### config.mk
export PLATFORM = sky130hd
export DESIGN_NAME = tsens_regbank
export DESIGN_NICKNAME = d
export VERILOG_FILES = /design/src/rtl/tsens_regbank.sv
export SDC_FILE = /design/constraint.sdc
export NUM_CORES = 1
export LEC_CHECK = 0
export BUFFER_PORTS_ARGS = -buffer_cell sky130_fd_sc_hd__buf_2
export CAP_MARGIN = 5
export CORE_MARGIN = 5
export CORE_UTILIZATION = 59
export CTS_CLUSTER_DIAMETER = 60
export DETAILED_ROUTE_END_ITERATION = 7
export MAX_ROUTING_LAYER = met4
export PLACE_DENSITY = 0.95
export REMOVE_ABC_BUFFERS = 1
export SYNTH_ARGS = -nofsm -noshare
export SYNTH_HDL_FRONTEND = slang
export SYNTH_SLANG_ARGS = --single-unit
### constraint.sdc
create_clock -name clk -period 2.84 [get_ports clk]
set_clock_uncertainty 0.15 [all_clocks]
set_input_delay 0.142 -clock clk [delete_from_list [all_inputs] [get_ports clk]]
set_output_delay 0.142 -clock clk [all_outputs]
set_load 0.05 [all_outputs]
### src/rtl/tsens_regbank.sv
module tsens_regbank #(
  parameter int AW = 8,
  parameter int DW = 8
) (
  input  logic          clk,
  input  logic          rst_n,
  input  logic          rd_en,
  input  logic          wr_en,
  input  logic [AW-1:0] addr,
  input  logic [DW-1:0] wdata,
  output logic [DW-1:0] rdata,
  output logic          access_err,
  input  logic [1:0]    id_strap,
  input  logic [DW-1:0] status_in,
  input  logic          int_vld,
  input  logic [2*DW-1:0] int_temp,
  input  logic          rem1_vld,
  input  logic [2*DW-1:0] rem1_temp,
  input  logic [2*DW-1:0] rem1_ext,
  input  logic          rem2_vld,
  input  logic [2*DW-1:0] rem2_temp,
  input  logic [2*DW-1:0] rem2_ext,
  output logic [DW-1:0] cfg_out,
  output logic [DW-1:0] ideal1_out,
  output logic [DW-1:0] ideal2_out,
  output logic          oneshot
);

  localparam int NP = 5;
  localparam logic [AW-1:0] A_STATUS = AW'('h02);
  localparam logic [AW-1:0] A_CFG_RD = AW'('h03);
  localparam logic [AW-1:0] A_CFG_WR = AW'('h09);
  localparam logic [AW-1:0] A_ONESHOT = AW'('h0F);
  localparam logic [AW-1:0] A_IDEAL1 = AW'('h27);
  localparam logic [AW-1:0] A_IDEAL2 = AW'('h28);
  localparam logic [AW-1:0] A_PROD = AW'('hED);
  localparam logic [AW-1:0] A_MFG = AW'('hFE);
  localparam logic [AW-1:0] A_REV = AW'('hFF);
  localparam logic [DW-1:0] CFG_RST = DW'('h47);
  localparam logic [DW-1:0] IDEAL_RST = DW'('h12);
  localparam logic [DW-1:0] MFG_VAL = DW'('h5D);
  localparam logic [DW-1:0] REV_VAL = DW'('h01);
  localparam logic [DW-1:0] PROD_BASE = DW'('h04);
  // pair order: internal, remote1, remote2, remote1 ext, remote2 ext
  localparam logic [AW-1:0] HI_A [NP] = '{AW'('h00), AW'('h01), AW'('hF8), AW'('hFA), AW'('hFC)};
  localparam logic [AW-1:0] LO_A [NP] = '{AW'('h23), AW'('h10), AW'('hF9), AW'('hFB), AW'('hFD)};

  logic [DW-1:0] live_hi [NP];
  logic [DW-1:0] live_lo [NP];
  logic [DW-1:0] snap_lo [NP];
  logic [2*DW-1:0] conv_word [NP];
  logic [NP-1:0] conv_vld;
  logic [DW-1:0] status_q, rd_val;
  logic rd_ok, wr_ok;

  assign rd_ok = rd_en & ~wr_en;
  assign wr_ok = wr_en & ~rd_en;
  assign conv_vld = {rem2_vld, rem1_vld, rem2_vld, rem1_vld, int_vld};
  assign conv_word[0] = int_temp;
  assign conv_word[1] = rem1_temp;
  assign conv_word[2] = rem2_temp;
  assign conv_word[3] = rem1_ext;
  assign conv_word[4] = rem2_ext;

  always_comb begin
    rd_val = '0;
    case (addr)
      A_STATUS: rd_val = status_q;
      A_CFG_RD: rd_val = cfg_out;
      A_IDEAL1: rd_val = ideal1_out;
      A_IDEAL2: rd_val = ideal2_out;
      A_PROD:   rd_val = PROD_BASE | DW'(id_strap);
      A_MFG:    rd_val = MFG_VAL;
      A_REV:    rd_val = REV_VAL;
      default:  rd_val = '0;
    endcase
    for (int p = 0; p < NP; p++) begin
      if (addr == HI_A[p]) rd_val = live_hi[p];
      if (addr == LO_A[p]) rd_val = snap_lo[p];
    end
  end

  always_ff @(posedge clk or negedge rst_n) begin
    if (!rst_n) begin
      for (int p = 0; p < NP; p++) begin
        live_hi[p] <= '0;
        live_lo[p] <= '0;
        snap_lo[p] <= '0;
      end
      status_q   <= '0;
      rdata      <= '0;
      access_err <= 1'b0;
      oneshot    <= 1'b0;
      cfg_out    <= CFG_RST;
      ideal1_out <= IDEAL_RST;
      ideal2_out <= IDEAL_RST;
    end else begin
      status_q   <= status_in;
      access_err <= rd_en & wr_en;
      oneshot    <= wr_ok && (addr == A_ONESHOT);
      for (int p = 0; p < NP; p++) begin
        if (conv_vld[p]) begin
          live_hi[p] <= conv_word[p][2*DW-1:DW];
          live_lo[p] <= conv_word[p][DW-1:0];
        end
        if (rd_ok && addr == HI_A[p]) snap_lo[p] <= live_lo[p];
      end
      if (rd_ok) rdata <= rd_val;
      if (wr_ok) begin
        case (addr)
          A_CFG_WR: cfg_out    <= wdata;
          A_IDEAL1: ideal1_out <= wdata;
          A_IDEAL2: ideal2_out <= wdata;
          default: ;
        endcase
      end
    end
  end

  assert_cfg_guard_R4: assert property (@(posedge clk) disable iff (!rst_n)
    !(wr_en && !rd_en && addr == A_CFG_WR) |=> $stable(cfg_out));
  assert_ideal_guard_R6: assert property (@(posedge clk) disable iff (!rst_n)
    !(wr_en && !rd_en && (addr == A_IDEAL1 || addr == A_IDEAL2)) |=> ($stable(ideal1_out) && $stable(ideal2_out)));
  assert_oneshot_fire_R5: assert property (@(posedge clk) disable iff (!rst_n)
    (wr_en && !rd_en && addr == A_ONESHOT) |=> oneshot);
  assert_oneshot_quiet_R5: assert property (@(posedge clk) disable iff (!rst_n)
    !wr_en |=> !oneshot);
  assert_collision_flag_R13: assert property (@(posedge clk) disable iff (!rst_n)
    (rd_en && wr_en) |=> (access_err && $stable(rdata)));
  assert_rdata_hold_R12: assert property (@(posedge clk) disable iff (!rst_n)
    !rd_en |=> $stable(rdata));
  assert_oneshot_reads_zero_R5: assert property (@(posedge clk) disable iff (!rst_n)
    (rd_en && !wr_en && addr == A_ONESHOT) |=> (rdata == '0));

endmodule

# --- Yosys cells after proc, flatten, opt, wreduce, memory -nomap -nowiden ---
# Cells that the tools add are included.
classes:
  shift: 0
  n_reduce_logical: 10
  n_mul: 0
  n_addsub: 0
  bitwise_logic: 5
  order_cmp: 0
  n_mux: 11
  div: 0
  eq_ne: 18
ops:
  columns: ["cell", "n"]
  rows:
  - ["8-bit two-way mux", 10]
  - ["8-bit == test, second input constant", 9]
  - ["8-bit one-hot mux with 7 select lines", 1]
  - ["8-bit by 6-bit == test with 1-bit output, second input constant", 3]
  - ["8-bit by 2-bit == test with 1-bit output, second input constant", 2]
  - ["8-bit by 4-bit == test with 1-bit output, second input constant", 2]
  - ["8-bit by 1-bit == test with 1-bit output, second input constant", 1]
  - ["8-bit by 5-bit == test with 1-bit output, second input constant", 1]
  - ["8-bit logical NOT", 1]
  - ["1-bit logical AND", 6]
  - ["2-bit AND reduction", 3]
  - ["1-bit bitwise AND", 3]
  - ["1-bit NOT", 2]
word_totals:
  ramBits: 0
  out_inout_bits: 34
  memories: 0
  reg_bits: 162
  latchBits: 0
  mem_bits_ro: 0

# --- Depth between registers and ports, before layout ---
depth:
  ltp_word: 12
  ltp_mapped: 8

# --- Least setup slack after synthesis ---
# Ideal clock, no wire load.
synth_path:
  path_type: "input to register"
  startpoint: "in addr[1]"
  endpoint: "reg snap_lo[16] (netlist name)"
  t_required_ns: 2.565
  cell_stages: 5
  slack_ns: 1.025
  path_buffers: 2
  arrival_ns: 1.541
  path_cell_list: "buf_2 > or2_2 > clkbuf_1 > nor3_2 > mux2_2"
synth_via:
  elab_chain_len: 2
synth_rtl:
  columns: ["item", "line", "text"]
  rows:
  - ["from (decl)", "9", "input logic [AW-1:0] addr,"]
  - ["8-bit == test", "106", "if (rd_ok && addr == HI_A[p]) snap_lo[p] <= live_lo[p];"]
  - ["1-bit logical AND", "106", null]
  - ["to (signal, indexed assignment)", "106", null]
  - ["to (decl)", "50", "logic [DW-1:0] snap_lo [NP];"]
# Every way passes these cells.
# A chain may end at the register's enable or synchronous reset.

# --- Worst setup path in the final report ---
layout_path:
  startpoint: "in addr[3]"
  endpoint: "reg snap_lo[8] (netlist name)"
# Same word-level chain as after synthesis.

==> impl_results.md <==
* Largest net degree at the start of global routing at 70
* Final Total Pwr at 5880 uW
* Startpoint of the lowest-slack hold path: id_strap[0]
* Core utilization of the finished layout at around four fifths
* Antenna violations before repair at 0
* Final count of negative-setup-slack endpoints at 0
* Antenna cells at 0
* Global routing usage summed across all routing layers at about a third
* CTS H-tree lvls at 4
* Number of sinks on the clock net at 162
* Wire length of the first global-routing pass at roughly 36000 um
* DP Cell Count at a little under 900
* Vias after detailed routing at between 6000 and 7000
* Critical Path End Type: flip-flop
* Number of rows in the core area at 40
* RSZ-0062 raised after global routing: no
* Number of antenna-violating nets in the routed design at 0
* Startpoint type of the worst setup path: input port
* Resized cells post-CTS at 0
* Synthesis-to-finish area growth at 34.9%
* DIE AREA at approximately 15000 um^2
* Via density per instance at 6.19
* Commonest non-fill, non-tap cell in the layout: sky130_fd_sc_hd__dfrtp_1
* DR DRC count at 0
* Arrival @ worst endpoint at about 2.7 ns
* Endpoint of the worst hold path: rdata[0]
* Starting Density at between 60% and 70%
* Post-detailed-routing wire length at 23000 um
* Static Leakage at approximately 0.0046 uW
* I/O pin total at 147
* Leftover overflow at the end of global routing at 0
* Startpoint of the most critical register-to-register path: cfg_out[6]
* Maximum achievable frequency at 0.400 GHz
* Final Cycle Share at slightly below 90%
* Post-synthesis sequential area ratio at between 50% and 60%
* Die W at ~120 um
* Outcome: complete, no violations
* Mapped Avg Cell Area at around 13 um^2
* Slack of the worst reg-to-reg path at just over 0.8 ns
* Worst hold-check path type: in -> reg
* Maximum buffer depth of the clock tree at 2
* Clock transition at the registers of the reported paths at approximately 0.060 ns
* Top cell type by total area after synthesis: sky130_fd_sc_hd__dfrtp_1
* Core region area at approximately 12000 um^2
* Transition at the pin with the smallest max-transition slack at between 0.8 and 0.9 ns
* Number of buffer cells added on primary ports at about 150
* Number of nets in the finished design at 940
* Fraction of registers with async set or reset after synthesis at between 90% and 100%
* Number of pins exceeding their max-slew limit in the final report at 0
* Number of optimization iterations in the first detailed-route pass at 7
* Final GP Congestion at 0.938
* FF+latch count, synth at 162
* Reg2reg end: rdata[6]
* Commonest non-fill, non-tap cells in the layout: sky130_fd_sc_hd__dfrtp_1, sky130_fd_sc_hd__buf_2, sky130_fd_sc_hd__mux2_2
* DPL Wire Length at around 14000 um
* Share of cells above drive strength 1 at 41.7%
* Die Y at between 100 and 150 um
* Max rail drop VDD at 0.443 mV
* Areal power density over the cells at approximately 600 nW/um^2
* Proportion of netlist area held by the largest area contributor at a little over half
* Time the final worst path needs with I/O delays and setup at approximately 2.5 ns
* Number of global-route vias before repair at ~6600
* Average wire per standard cell at roughly 23 um
* Number of synthesized flops with an enable pin at 0
* Buffer cell driving the clock tree root: sky130_fd_sc_hd__clkbuf_16
* Final TNS setup at 0 ns
* CTS Buf Count at 17
* CP Class: in -> reg
* Hold Fails Final Rpt at 0
* Most used DFF post-synth: sky130_fd_sc_hd__dfrtp_1
* Yosys warning count at 0
* Top cells by area in the synthesized netlist: sky130_fd_sc_hd__dfrtp_1, sky130_fd_sc_hd__mux2_2, sky130_fd_sc_hd__dfstp_2, sky130_fd_sc_hd__a22oi_1, sky130_fd_sc_hd__nor2_1
* Worst Hold Path Cells at 4
* Remaining max-slew budget at the tightest pin at ~46%
* Cell count of the worst reg-to-reg path at 5
* Synthesized instance count at 584
* Final cell count without fillers at roughly 1000
* CP Data Required Time at 3.01 ns
* Largest fanout on the critical path at 13
* Cell area after synthesis at approximately 7400 um^2
* Clk Latency, worst-skew pair at ~0.44 ns
* Max-cap violations at 0
* Initial DRC count at ~860
* TritonCTS clock tree: yes
* Number of library cell types mapped by synthesis at 70
## cells in the mapped netlist (2+ instances only)
cell type and instances:
sky130_fd_sc_hd__o21ai_0 18, sky130_fd_sc_hd__a31oi_1 3, sky130_fd_sc_hd__dfstp_2 8, sky130_fd_sc_hd__o22ai_1 11, sky130_fd_sc_hd__nand4_1 8, sky130_fd_sc_hd__o31ai_1 2, sky130_fd_sc_hd__and4b_1 4, sky130_fd_sc_hd__dfrtp_1 154
sky130_fd_sc_hd__nor3_1 4, sky130_fd_sc_hd__inv_1 12, sky130_fd_sc_hd__or3_1 2, sky130_fd_sc_hd__mux2_1 2, sky130_fd_sc_hd__and4_1 2, sky130_fd_sc_hd__o221ai_1 7, sky130_fd_sc_hd__a22oi_1 13, sky130_fd_sc_hd__nand3_1 15
sky130_fd_sc_hd__nand2b_1 7, sky130_fd_sc_hd__nor2_1 25, sky130_fd_sc_hd__nand3b_1 3, sky130_fd_sc_hd__nor2b_1 7, sky130_fd_sc_hd__a211oi_1 3, sky130_fd_sc_hd__o22a_1 2, sky130_fd_sc_hd__a21oi_1 18, sky130_fd_sc_hd__and2_1 2
sky130_fd_sc_hd__nand2_1 19, sky130_fd_sc_hd__buf_2 9, sky130_fd_sc_hd__mux2i_1 5, sky130_fd_sc_hd__and3b_1 2, sky130_fd_sc_hd__a221oi_1 2, sky130_fd_sc_hd__nor3_4 2, sky130_fd_sc_hd__clkbuf_1 23, sky130_fd_sc_hd__a2bb2oi_1 2
sky130_fd_sc_hd__buf_1 2, sky130_fd_sc_hd__o32ai_1 2, sky130_fd_sc_hd__nor3_2 2, sky130_fd_sc_hd__mux2_2 143, sky130_fd_sc_hd__o211ai_1 5, sky130_fd_sc_hd__nand4b_1 2
## worst max-delay path by stage
stage	start	end	slack, ns	cells past startpoint
3_5_place_dp	addr[3]	snap_lo[8]	0.56	5
5_1_grt	addr[3]	snap_lo[8]	0.27	6
6_report	addr[3]	snap_lo[8]	0.34	6
2_1_floorplan	addr[3]	snap_lo[16]	0.83	4
3_3_place_gp	addr[3]	snap_lo[14]	0.65	5
4_1_cts	addr[3]	snap_lo[8]	0.44	6
## routing by layer
layer	global-route usage, %	routed length, um
met2	55.0	11700
met1	39.0	8420
met5	-	0
met4	15.8	1090
met3	6.31	1850
## registers in the layout, summed over array words and instances, names as in the netlist, 8 cells and up
register and count:
live_hi 40, live_lo 40, snap_lo 40, cfg_out 8, ideal1_out 8, ideal2_out 8
rdata 8, status_q 8
## critical path: stages
cell and delay [ns]:
sky130_fd_sc_hd__dlygate4sd3_1 0.56, sky130_fd_sc_hd__buf_2 0.27, sky130_fd_sc_hd__nor2b_1 0.45, sky130_fd_sc_hd__nand3_1 0.34
sky130_fd_sc_hd__nor3_4 0.50, sky130_fd_sc_hd__mux2_2 0.40
## through the flow
| stage | area (um^2) | hold slack [ns] | setup slack [ns] |
|---|---|---|---|
| final | 9960 | 0.0634 | 0.343 |
| after global routing | 9960 | 0.0780 | 0.269 |
| after CTS | 9960 | 0.0402 | 0.445 |
| after detailed placement | 8270 | 0.0125 | 0.561 |
| after global placement | 8270 | -0.000390 | 0.648 |
| after floorplan | 7220 | -0.304 | 0.833 |
## area by class of cell
| class | count | area, um^2 |
|---|---|---|
| clock inverter | 13 | 233 |
| inverter | 12 | 45.0 |
| multi-input combinational | 374 | 3110 |
| timing repair buffer | 260 | 1860 |
| sequential | 162 | 4060 |
| fill | 641 | 2200 |
| tap | 168 | 210 |
| clock buffer | 18 | 429 |
## what timing repair did
item | in CTS | in global routing
setup buffers | 0 | 0
hold buffers | 103 | 0
hold endpoints to repair | 177 | 0
setup endpoints to repair | 0 | 0
## power breakdown
part / internal, uW / switching, uW
combinational: 338 / 363
clock: 1650 / 962
sequential: 2470 / 111
total: 4450 / 1440
## kinds of logic (layout without fill, tap and decap cells)
| logic type | Yosys count | after routing | synth area share, % |
|---|---|---|---|
| AND/OR/NAND/NOR | 121 | 121 | 9.90 |
| buffers and inverters | 48 | 303 | 2.75 |
| multiplexers | 150 | 150 | 22.8 |
| AO/OA/AOI/OAI | 103 | 103 | 9.49 |
| flip-flops | 162 | 162 | 55.1 |
(Power assumes the default switching activity.)
